<file path="src/rtl/sck_div_pkg.sv">
package sck_div_pkg;

    typedef struct packed {
        logic run;     // divider active
        logic phase;   // 1: line at active level
        logic launch;  // return-to-rest strobe
        logic sample;  // rest-to-active strobe
    } edge_flags_t;

    localparam edge_flags_t FLAGS_RESET = '0;

endpackage

</file>
<file path="src/rtl/sck_prescale.sv">
module sck_prescale #(
    parameter int PRE_W = 13
) (
    input  logic             clk,
    input  logic             rst_n,
    input  logic             en_i,
    input  logic [PRE_W-1:0] div_i,
    output logic             tick_o
);
    typedef struct packed {
        logic [PRE_W-1:0] cnt;
    } pre_st_t;

    pre_st_t st_d, st_q;

    always_comb begin
        st_d   = st_q;
        tick_o = en_i && (st_q.cnt == div_i);
        if (!en_i) begin
            st_d.cnt = '0;
        end else if (tick_o) begin
            st_d.cnt = '0;
        end else begin
            st_d.cnt = st_q.cnt + 1'b1;
        end
    end

    always_ff @(posedge clk or negedge rst_n) begin
        if (!rst_n) st_q <= '0;
        else        st_q <= st_d;
    end
endmodule

</file>
<file path="src/rtl/sck_phase_ctr.sv">
module sck_phase_ctr
    import sck_div_pkg::*;
#(
    parameter int CNT_W = 6
) (
    input  logic             clk,
    input  logic             rst_n,
    input  logic             run_en_i,
    input  logic             bypass_i,
    input  logic             tick_i,
    input  logic [CNT_W-1:0] wrap_pt_i,
    input  logic [CNT_W-1:0] high_pt_i,
    output edge_flags_t      flags_o
);
    typedef struct packed {
        edge_flags_t      f;
        logic [CNT_W-1:0] cnt;
    } ctr_st_t;

    ctr_st_t st_d, st_q;

    always_comb begin
        st_d          = st_q;
        st_d.f.launch = 1'b0;
        st_d.f.sample = 1'b0;
        if (!st_q.f.run) begin
            st_d.cnt     = '0;
            st_d.f.phase = 1'b0;
            st_d.f.run   = run_en_i;
        end else if (bypass_i) begin
            // full-rate path: no counting, stop on the next edge
            st_d.cnt     = '0;
            st_d.f.phase = 1'b0;
            st_d.f.run   = run_en_i;
        end else if (tick_i) begin
            if (st_q.cnt == wrap_pt_i) begin
                // end of period: back to rest, stop here if asked
                st_d.cnt      = '0;
                st_d.f.phase  = 1'b0;
                st_d.f.launch = 1'b1;
                st_d.f.run    = run_en_i;
            end else begin
                st_d.cnt = st_q.cnt + 1'b1;
                if (st_q.cnt == high_pt_i) begin
                    st_d.f.phase  = 1'b1;
                    st_d.f.sample = 1'b1;
                end
            end
        end
    end

    always_ff @(posedge clk or negedge rst_n) begin
        if (!rst_n) begin
            st_q.f   <= FLAGS_RESET;
            st_q.cnt <= '0;
        end else begin
            st_q <= st_d;
        end
    end

    assign flags_o = st_q.f;
endmodule

</file>
<file path="src/rtl/sck_out_stage.sv">
module sck_out_stage
    import sck_div_pkg::*;
(
    input  logic        clk,
    input  edge_flags_t flags_i,
    input  logic        bypass_i,
    input  logic        clk_off_i,
    input  logic        idle_high_i,
    output logic        sck_o,
    output logic        launch_o,
    output logic        sample_o
);
    logic active;

    always_comb begin
        if (bypass_i) begin
            active   = flags_i.run & clk;
            launch_o = flags_i.run;
            sample_o = flags_i.run;
        end else begin
            active   = flags_i.phase;
            launch_o = flags_i.launch;
            sample_o = flags_i.sample;
        end
        sck_o = clk_off_i ? idle_high_i : (idle_high_i ^ active);
    end
endmodule

</file>
<file path="src/rtl/sck_divider.sv">
module sck_divider
    import sck_div_pkg::*;
#(
    parameter int PRE_W = 13,
    parameter int CNT_W = 6
) (
    input  logic             clk,
    input  logic             rst_n,
    input  logic             run_en_i,
    input  logic             bypass_i,
    input  logic             clk_off_i,
    input  logic             idle_high_i,
    input  logic [PRE_W-1:0] pre_div_i,
    input  logic [CNT_W-1:0] wrap_pt_i,
    input  logic [CNT_W-1:0] high_pt_i,
    output logic             sck_o,
    output logic             launch_o,
    output logic             sample_o
);
    edge_flags_t flags;
    logic        pre_en;
    logic        tick;

    assign pre_en = flags.run & ~bypass_i;

    sck_prescale #(.PRE_W(PRE_W)) u_pre (
        .clk    (clk),
        .rst_n  (rst_n),
        .en_i   (pre_en),
        .div_i  (pre_div_i),
        .tick_o (tick)
    );

    sck_phase_ctr #(.CNT_W(CNT_W)) u_ctr (
        .clk       (clk),
        .rst_n     (rst_n),
        .run_en_i  (run_en_i),
        .bypass_i  (bypass_i),
        .tick_i    (tick),
        .wrap_pt_i (wrap_pt_i),
        .high_pt_i (high_pt_i),
        .flags_o   (flags)
    );

    sck_out_stage u_out (
        .clk         (clk),
        .flags_i     (flags),
        .bypass_i    (bypass_i),
        .clk_off_i   (clk_off_i),
        .idle_high_i (idle_high_i),
        .sck_o       (sck_o),
        .launch_o    (launch_o),
        .sample_o    (sample_o)
    );
endmodule

</file>
<file path="config.mk">
export PLATFORM = sky130hd
export DESIGN_NAME = sck_divider
export DESIGN_NICKNAME = d
export VERILOG_FILES = /design/src/rtl/sck_div_pkg.sv /design/src/rtl/sck_prescale.sv /design/src/rtl/sck_phase_ctr.sv /design/src/rtl/sck_out_stage.sv /design/src/rtl/sck_divider.sv
export SDC_FILE = /design/constraint.sdc
export NUM_CORES = 1
export LEC_CHECK = 0
export BUFFER_PORTS_ARGS = -buffer_cell sky130_fd_sc_hd__buf_2
export CORE_MARGIN = 5
export CORE_UTILIZATION = 53
export CTS_CLUSTER_SIZE = 14
export DETAILED_ROUTE_END_ITERATION = 8
export PLACE_DENSITY_LB_ADDON = 0.08
export SLEW_MARGIN = 20
export SYNTH_ARGS = -nofsm -noshare
export SYNTH_HDL_FRONTEND = slang
export SYNTH_SLANG_ARGS = --single-unit
</file>
<file path="constraint.sdc">
create_clock -name clk -period 2 [get_ports clk]
set_clock_uncertainty 0.05 [all_clocks]
set_input_delay 0.4 -clock clk [delete_from_list [all_inputs] [get_ports clk]]
set_output_delay 0.4 -clock clk [all_outputs]
set_load 0.05 [all_outputs]
</file>
==> results of run 1 <==
what timing repair did:
| action | CTS | global route |
|---|---|---|
| hold endpoints to repair | 23 | 0 |
| setup buffers | 0 | 1 |
| pin swaps | 1 | 0 |
| hold buffers | 1 | 0 |
| resized for setup | 7 | 0 |
| setup endpoints to repair | 2 | 2 |
cells in the mapped netlist, types with 3 or more instances:
| cell | n |
|---|---|
| xor2_1 | 29 |
| dfrtp_1 | 23 |
| nor2_1 | 15 |
| nand3_1 | 12 |
| a21oi_1 | 8 |
| nand2_1 | 8 |
| xnor2_1 | 8 |
| nor3_1 | 5 |
| and3_1 | 4 |
| o21ai_0 | 4 |
| and4_1 | 3 |
| nand2b_1 | 3 |
| nor4_2 | 3 |
registers in the layout (all words and copies together) (netlist names):
register,flops
u_ctr.flags_o,4
u_ctr.st_q,6
u_pre.st_q,13
routing by layer:
| layer | vias up | routed length [um] | GRT usage [%] |
|---|---|---|---|
| li1 | 583 | - | - |
| met1 | 530 | 1170 | 21.0 |
| met2 | 47 | 1510 | 29.4 |
| met3 | 7 | 258 | 6.08 |
| met4 | 0 | 41 | 11.2 |
| met5 | - | 0 | 0 |
path summary, 6_finish.rpt:
check / start / end / slack, ps
max reg2reg: u_pre.st_q[3] / u_ctr.st_q[0] / 280
max: clk / sck_o / -20
min reg2reg: u_ctr.flags_o[2] / u_ctr.flags_o[2] / 490
max in group asynchronous: rst_n / u_pre.st_q[1] / 1140
min: run_en_i / u_ctr.flags_o[3] / 110
min in group asynchronous: rst_n / u_pre.st_q[10] / 410
cell type report:
cell class	count	area [um^2]	share of cell area, %
multi-input combinational	119	841	49.1
clock buffer	6	55.1	3.21
clock inverter	1	5.00	0.292
timing repair buffer	36	193	11.2
tap	30	37.5	2.19
inverter	2	7.51	0.438
sequential	23	576	33.6
layout by cell type (no fill, tap or decap), drive strengths merged, types with 3 or more instances in the layout:
cell type | Yosys | layout
a21oi | 8 | 8
and3 | 4 | 4
and4 | 4 | 4
buf | 3 | 36
clkbuf | 1 | 5
dfrtp | 23 | 23
nand2 | 11 | 11
nand2b | 3 | 3
nand3 | 12 | 12
nor2 | 15 | 15
nor3 | 5 | 5
nor4 | 3 | 3
o21ai | 5 | 5
xnor2 | 8 | 8
xor2 | 29 | 29
per-stage QoR:
stage | cells | util, % | setup TNS, ps | total power, mW
floorplan | 148 | - | 0 | 0.578
global placement | 209 | 64.7 | -23.7 | 0.635
detailed placement | 209 | 64.7 | -23.7 | 0.638
CTS | 216 | 68.3 | -17.3 | 0.969
global route | 217 | 68.6 | -42.3 | 1.02
finish | 217 | 68.6 | -22.0 | 0.954
cell families (layout without fill, tap and decap cells):
kind of cell	Yosys count	in the layout	synth area share, %
fa+ha+maj	2	2	1.78
compound gates	16	16	6.40
simple gates	64	64	25.5
flops	23	23	40.9
xor+xnor	37	37	23.0
buf+inv	6	45	2.40
critical path: cells and delay by family:
kind	cells	cell delay, ps
buffers and inverters	2	270
AND/OR/NAND/NOR	1	80
AO/OA/AOI/OAI	1	70
XOR/XNOR	1	150
power by group:
part	switching (mW)	internal, mW
sequential	0.00774	0.469
combinational	0.0664	0.0494
clock	0.192	0.169
==> impl_results.md, run 1 <==
* Largest net degree at the start of global routing at 24
* Row cnt at 18
* I/O pins at 34
* Mean post-synth cell area at 9.51 um^2
* Maxcap violations at 0
* Worst skew pair latency at 420 ps
* Detailed Routing Iterations Pass 1 at 4
* Ys flop type: dfrtp_1
* Critical path required time at 1550 ps
* Largest area contributor in the netlist: dfrtp_1
* Worst path cell trace: clkbuf_8 -> nand3_4 -> a21oi_4 -> xor2_4 -> buf_6
* Worst setup SP type: clock port
* Total GRT Usage at 18.3%
* DIE HEIGHT at 61.5 um
* Core ar. at 0.00250 mm^2
* Hold_ws at 107 ps
* Worst Reg2Reg Path Length in Cells at 5
* CTS tree: yes
* Global-route wire length before repair at 5060 um
* Setup violators final at 1
* Violated checks: negative setup slack
* Routability cong. at 0.793
* Slowest stage delay, CP at 160 ps
* Cell Area, Synth at 0.00141 mm^2
* Grt total ovfl at 0
* Pre-CTS WS at -23.7 ps
* Number of synthesized flops with an enable pin at 0
* Post-Syn Nets at 181
* Hold Crit Class: primary input to register
* Routed length per placed instance at 13.7 um
* Cells after Synth at 148
* Synth area leaders: dfrtp_1 (41%), xor2_1 (18%), xnor2_1 (5.0%), nand3_1 (4.3%), nor2_1 (4.0%)
* Outcome: finished with violations
* Initial antenna violation count at 0
* Clock Pin Slew Worst Setup and Hold Paths at 130 ps
* Share of layout cells above drive strength 1 at 28.3%
* Syn-to-layout area delta at 21.8%
* CP Max Fanout at 2
* Max_slew headroom at 66.7%
* Final WL at 2980 um
* Sequential area share after synthesis at 40.9%
* Starting DRT DRC Count at 42
* Cell variety after synth at 30
* Top cell type's share of synthesized area at 40.9%
* Placed cell areas at 0.00162 mm^2
* Worst IR Drop VDD at 0.000481 V
* FILL cells at 206
* Vias after detailed routing at 1167
* Leak Pwr at 0.790 nW
* Diode count at 0
* Arr. time, crit path at 1570 ps
* Vias per Instance at 5.38
* Slowest-stage cell, CP: buf_6
* Pin slew with the least headroom to its limit at 500 ps
* Post-route cell area at 0.00171 mm^2
* Initial core utilization at 56.3%
* Power density cells at 557 mW/mm^2
* Worst setup path category: clock port to output pin
* Die area at 0.00379 mm^2
* DRT antenna net count at 0
* Unrepaired setup endpoints after global routing: yes
* Yosys warnings at 0
* Final HPWL from detailed placement at 2240 um
* Final worst slack at -22.0 ps
* Synth async-reset ratio at 100%
* Die W at 61.5 um
* Remaining DRCs at 0
* Fin. max-slew vios at 0
* Crit path capture type: output pin
* Hold Path Depth at 2
* Flops & latches, synth at 23
* Port-buffer cells at 33
* Final Hold Vio Count at 0
* NumNets Final at 221
* Number of global-route vias before repair at 1237
Note: power is estimated with default switching activity, not from simulation.
==> inputs of run 2 (changes only) <==
GPL_TIMING_DRIVEN = 1   (was not set)
REMOVE_ABC_BUFFERS = 1   (was not set)
==> run 2 against run 1 <==
The run still ends with negative setup slack left. Cell area decreased by 0.88%. Total power decreased by 3.1%. Flip-flop and latch count unchanged. Count of clock-buffer cells in the layout increased by 1. Highest routed layer unchanged. Register-to-register slack about the same. Critical path depth unchanged.
==> impl_results.md, run 2 (synthesized netlist as in run 1, its figures left out) <==
* Post-route cell area at 0.00170 mm^2
* Detailed Routing Iterations Pass 1 at 4
* Critical path required time at 1550 ps
* Unrepaired setup endpoints after global routing: yes
* Arr. time, crit path at 1560 ps
* Clock Pin Slew Worst Setup and Hold Paths at 110 ps
* GR met1 Demand/Resource at 24.2%
* Worst IR Drop VDD at 0.000585 V
* CP Max Fanout at 2
* Met2 Resource Use GR at 29.7%
* Setup violators final at 1
* Leak Pwr at 0.797 nW
* Worst path top cell family by delay: buffers and inverters
* Final worst slack at -7.84 ps
* Row cnt at 18
* Port-buffer cells at 33
* Area of the multi-input gates at 807 um^2
* Fin. max-slew vios at 0
* FILL cells at 207
* Global-route wire length before repair at 5200 um
* Total GRT Usage at 19.0%
* Number of global-route vias before repair at 1206
* Register area at 576 um^2
* DIE HEIGHT at 61.5 um
* Met3 GRT Util at 7.13%
* DRT antenna net count at 0
* Routed length per placed instance at 13.9 um
* Core ar. at 0.00250 mm^2
* Commonest non-fill, non-tap cell in the layout: buf_2
* Max_slew headroom at 65.7%
* Max reg flops at 13
* Maxcap violations at 0
* Largest net degree at the start of global routing at 24
* Share of layout cells above drive strength 1 at 28.4%
* Syn-to-layout area delta at 20.7%
* Setup TNS Final at -7.84 ps
* Worst setup path category: clock port to output pin
* Reg with most FFs: u_pre.st_q
* Initial antenna violation count at 0
* Slowest-stage cell, CP: buf_4
* Worst path cell trace: buf_8 -> nand3_2 -> a21oi_2 -> xor2_1 -> buf_4
* Vias per Instance at 5.38
* Placed cell areas at 0.00163 mm^2
* Initial core utilization at 56.3%
* Grt total ovfl at 0
* Outcome: finished with violations
* Crit path capture type: output pin
* Hold Crit Class: primary input to register
* Routability cong. at 0.794
* Violated checks: negative setup slack
* Worst setup SP type: clock port
* Power density cells at 544 mW/mm^2
* Hold_ws at 124 ps
* Starting DRT DRC Count at 61
* CTS tree: yes
* Die W at 61.5 um
* Most used routing layer: met2
* Diode count at 0
* Buf/Inv on CP at 2
* Final Hold Vio Count at 0
* Pin slew with the least headroom to its limit at 514 ps
* Most frequent cells in the layout: buf_2 (32), xor2_1 (29), dfrtp_1 (23), nor2_1 (15), nand3_1 (11)
* NumNets Final at 224
* Vias after detailed routing at 1184
* Remaining DRCs at 0
* Final WL at 3070 um
* Worst skew pair latency at 410 ps
* I/O pins at 34
* Final HPWL from detailed placement at 2360 um
* Slowest stage delay, CP at 220 ps
* Die area at 0.00379 mm^2
run 2: cell types whose count changed in the layout (fill, tap and decap cells not counted), sizes merged:
cell    previous run  this run
clkinv             1         0
buf               36        40
run 2: layout make-up:
cell class,instances,area share (%)
clock buffers,7,3.31
inverters,2,0.442
multi-input cells,119,47.5
flip-flops and latches,23,33.9
well taps,30,2.21
repair buffers,39,12.7
run 2: power by group:
part	internal [mW]	switching [mW]	total (mW)
registers	0.469	0.00717	0.477
clock network	0.168	0.168	0.335
logic	0.0480	0.0653	0.113
run 2: metrics by stage:
stage | instances | power, mW | setup WS, ps | utilization [%]
detailed placement | 213 | 0.630 | 47.4 | 65.2
floorplan | 144 | 0.566 | -337 | -
CTS | 220 | 0.930 | -52.2 | 67.9
global route | 220 | 0.986 | -37.1 | 68.0
finish | 220 | 0.925 | -7.84 | 68.0
global placement | 213 | 0.627 | 47.4 | 65.2
run 2: path summary, 6_finish.rpt:
kind	start	end	slack, ps	cells past startpoint
min	run_en_i	u_ctr.flags_o[3]	120	2
min reg2reg	u_ctr.flags_o[2]	u_ctr.flags_o[2]	480	2
max reg2reg	u_pre.st_q[4]	u_ctr.st_q[4]	270	6
max	clk	sck_o	-8	5
max in group asynchronous	rst_n	u_ctr.st_q[5]	1130	2
min in group asynchronous	rst_n	u_pre.st_q[5]	420	2
run 2: routing by layer:
metal / share of wire (%) / vias to the layer above / routed length [um]
li1: - / 592 / -
met1: 45 / 570 / 1380
met2: 49 / 19 / 1500
met3: 5.2 / 3 / 159
met4: 0.85 / 0 / 26
met5: 0 / - / 0
run 2: timing repair:
action                                  CTS  global route
pin swaps                                 2             2
buffers inserted                          0             0
resized for setup                         4             1
endpoints found under the setup margin    1             1
endpoints found under the hold margin    23             0
hold buffers                              1             0
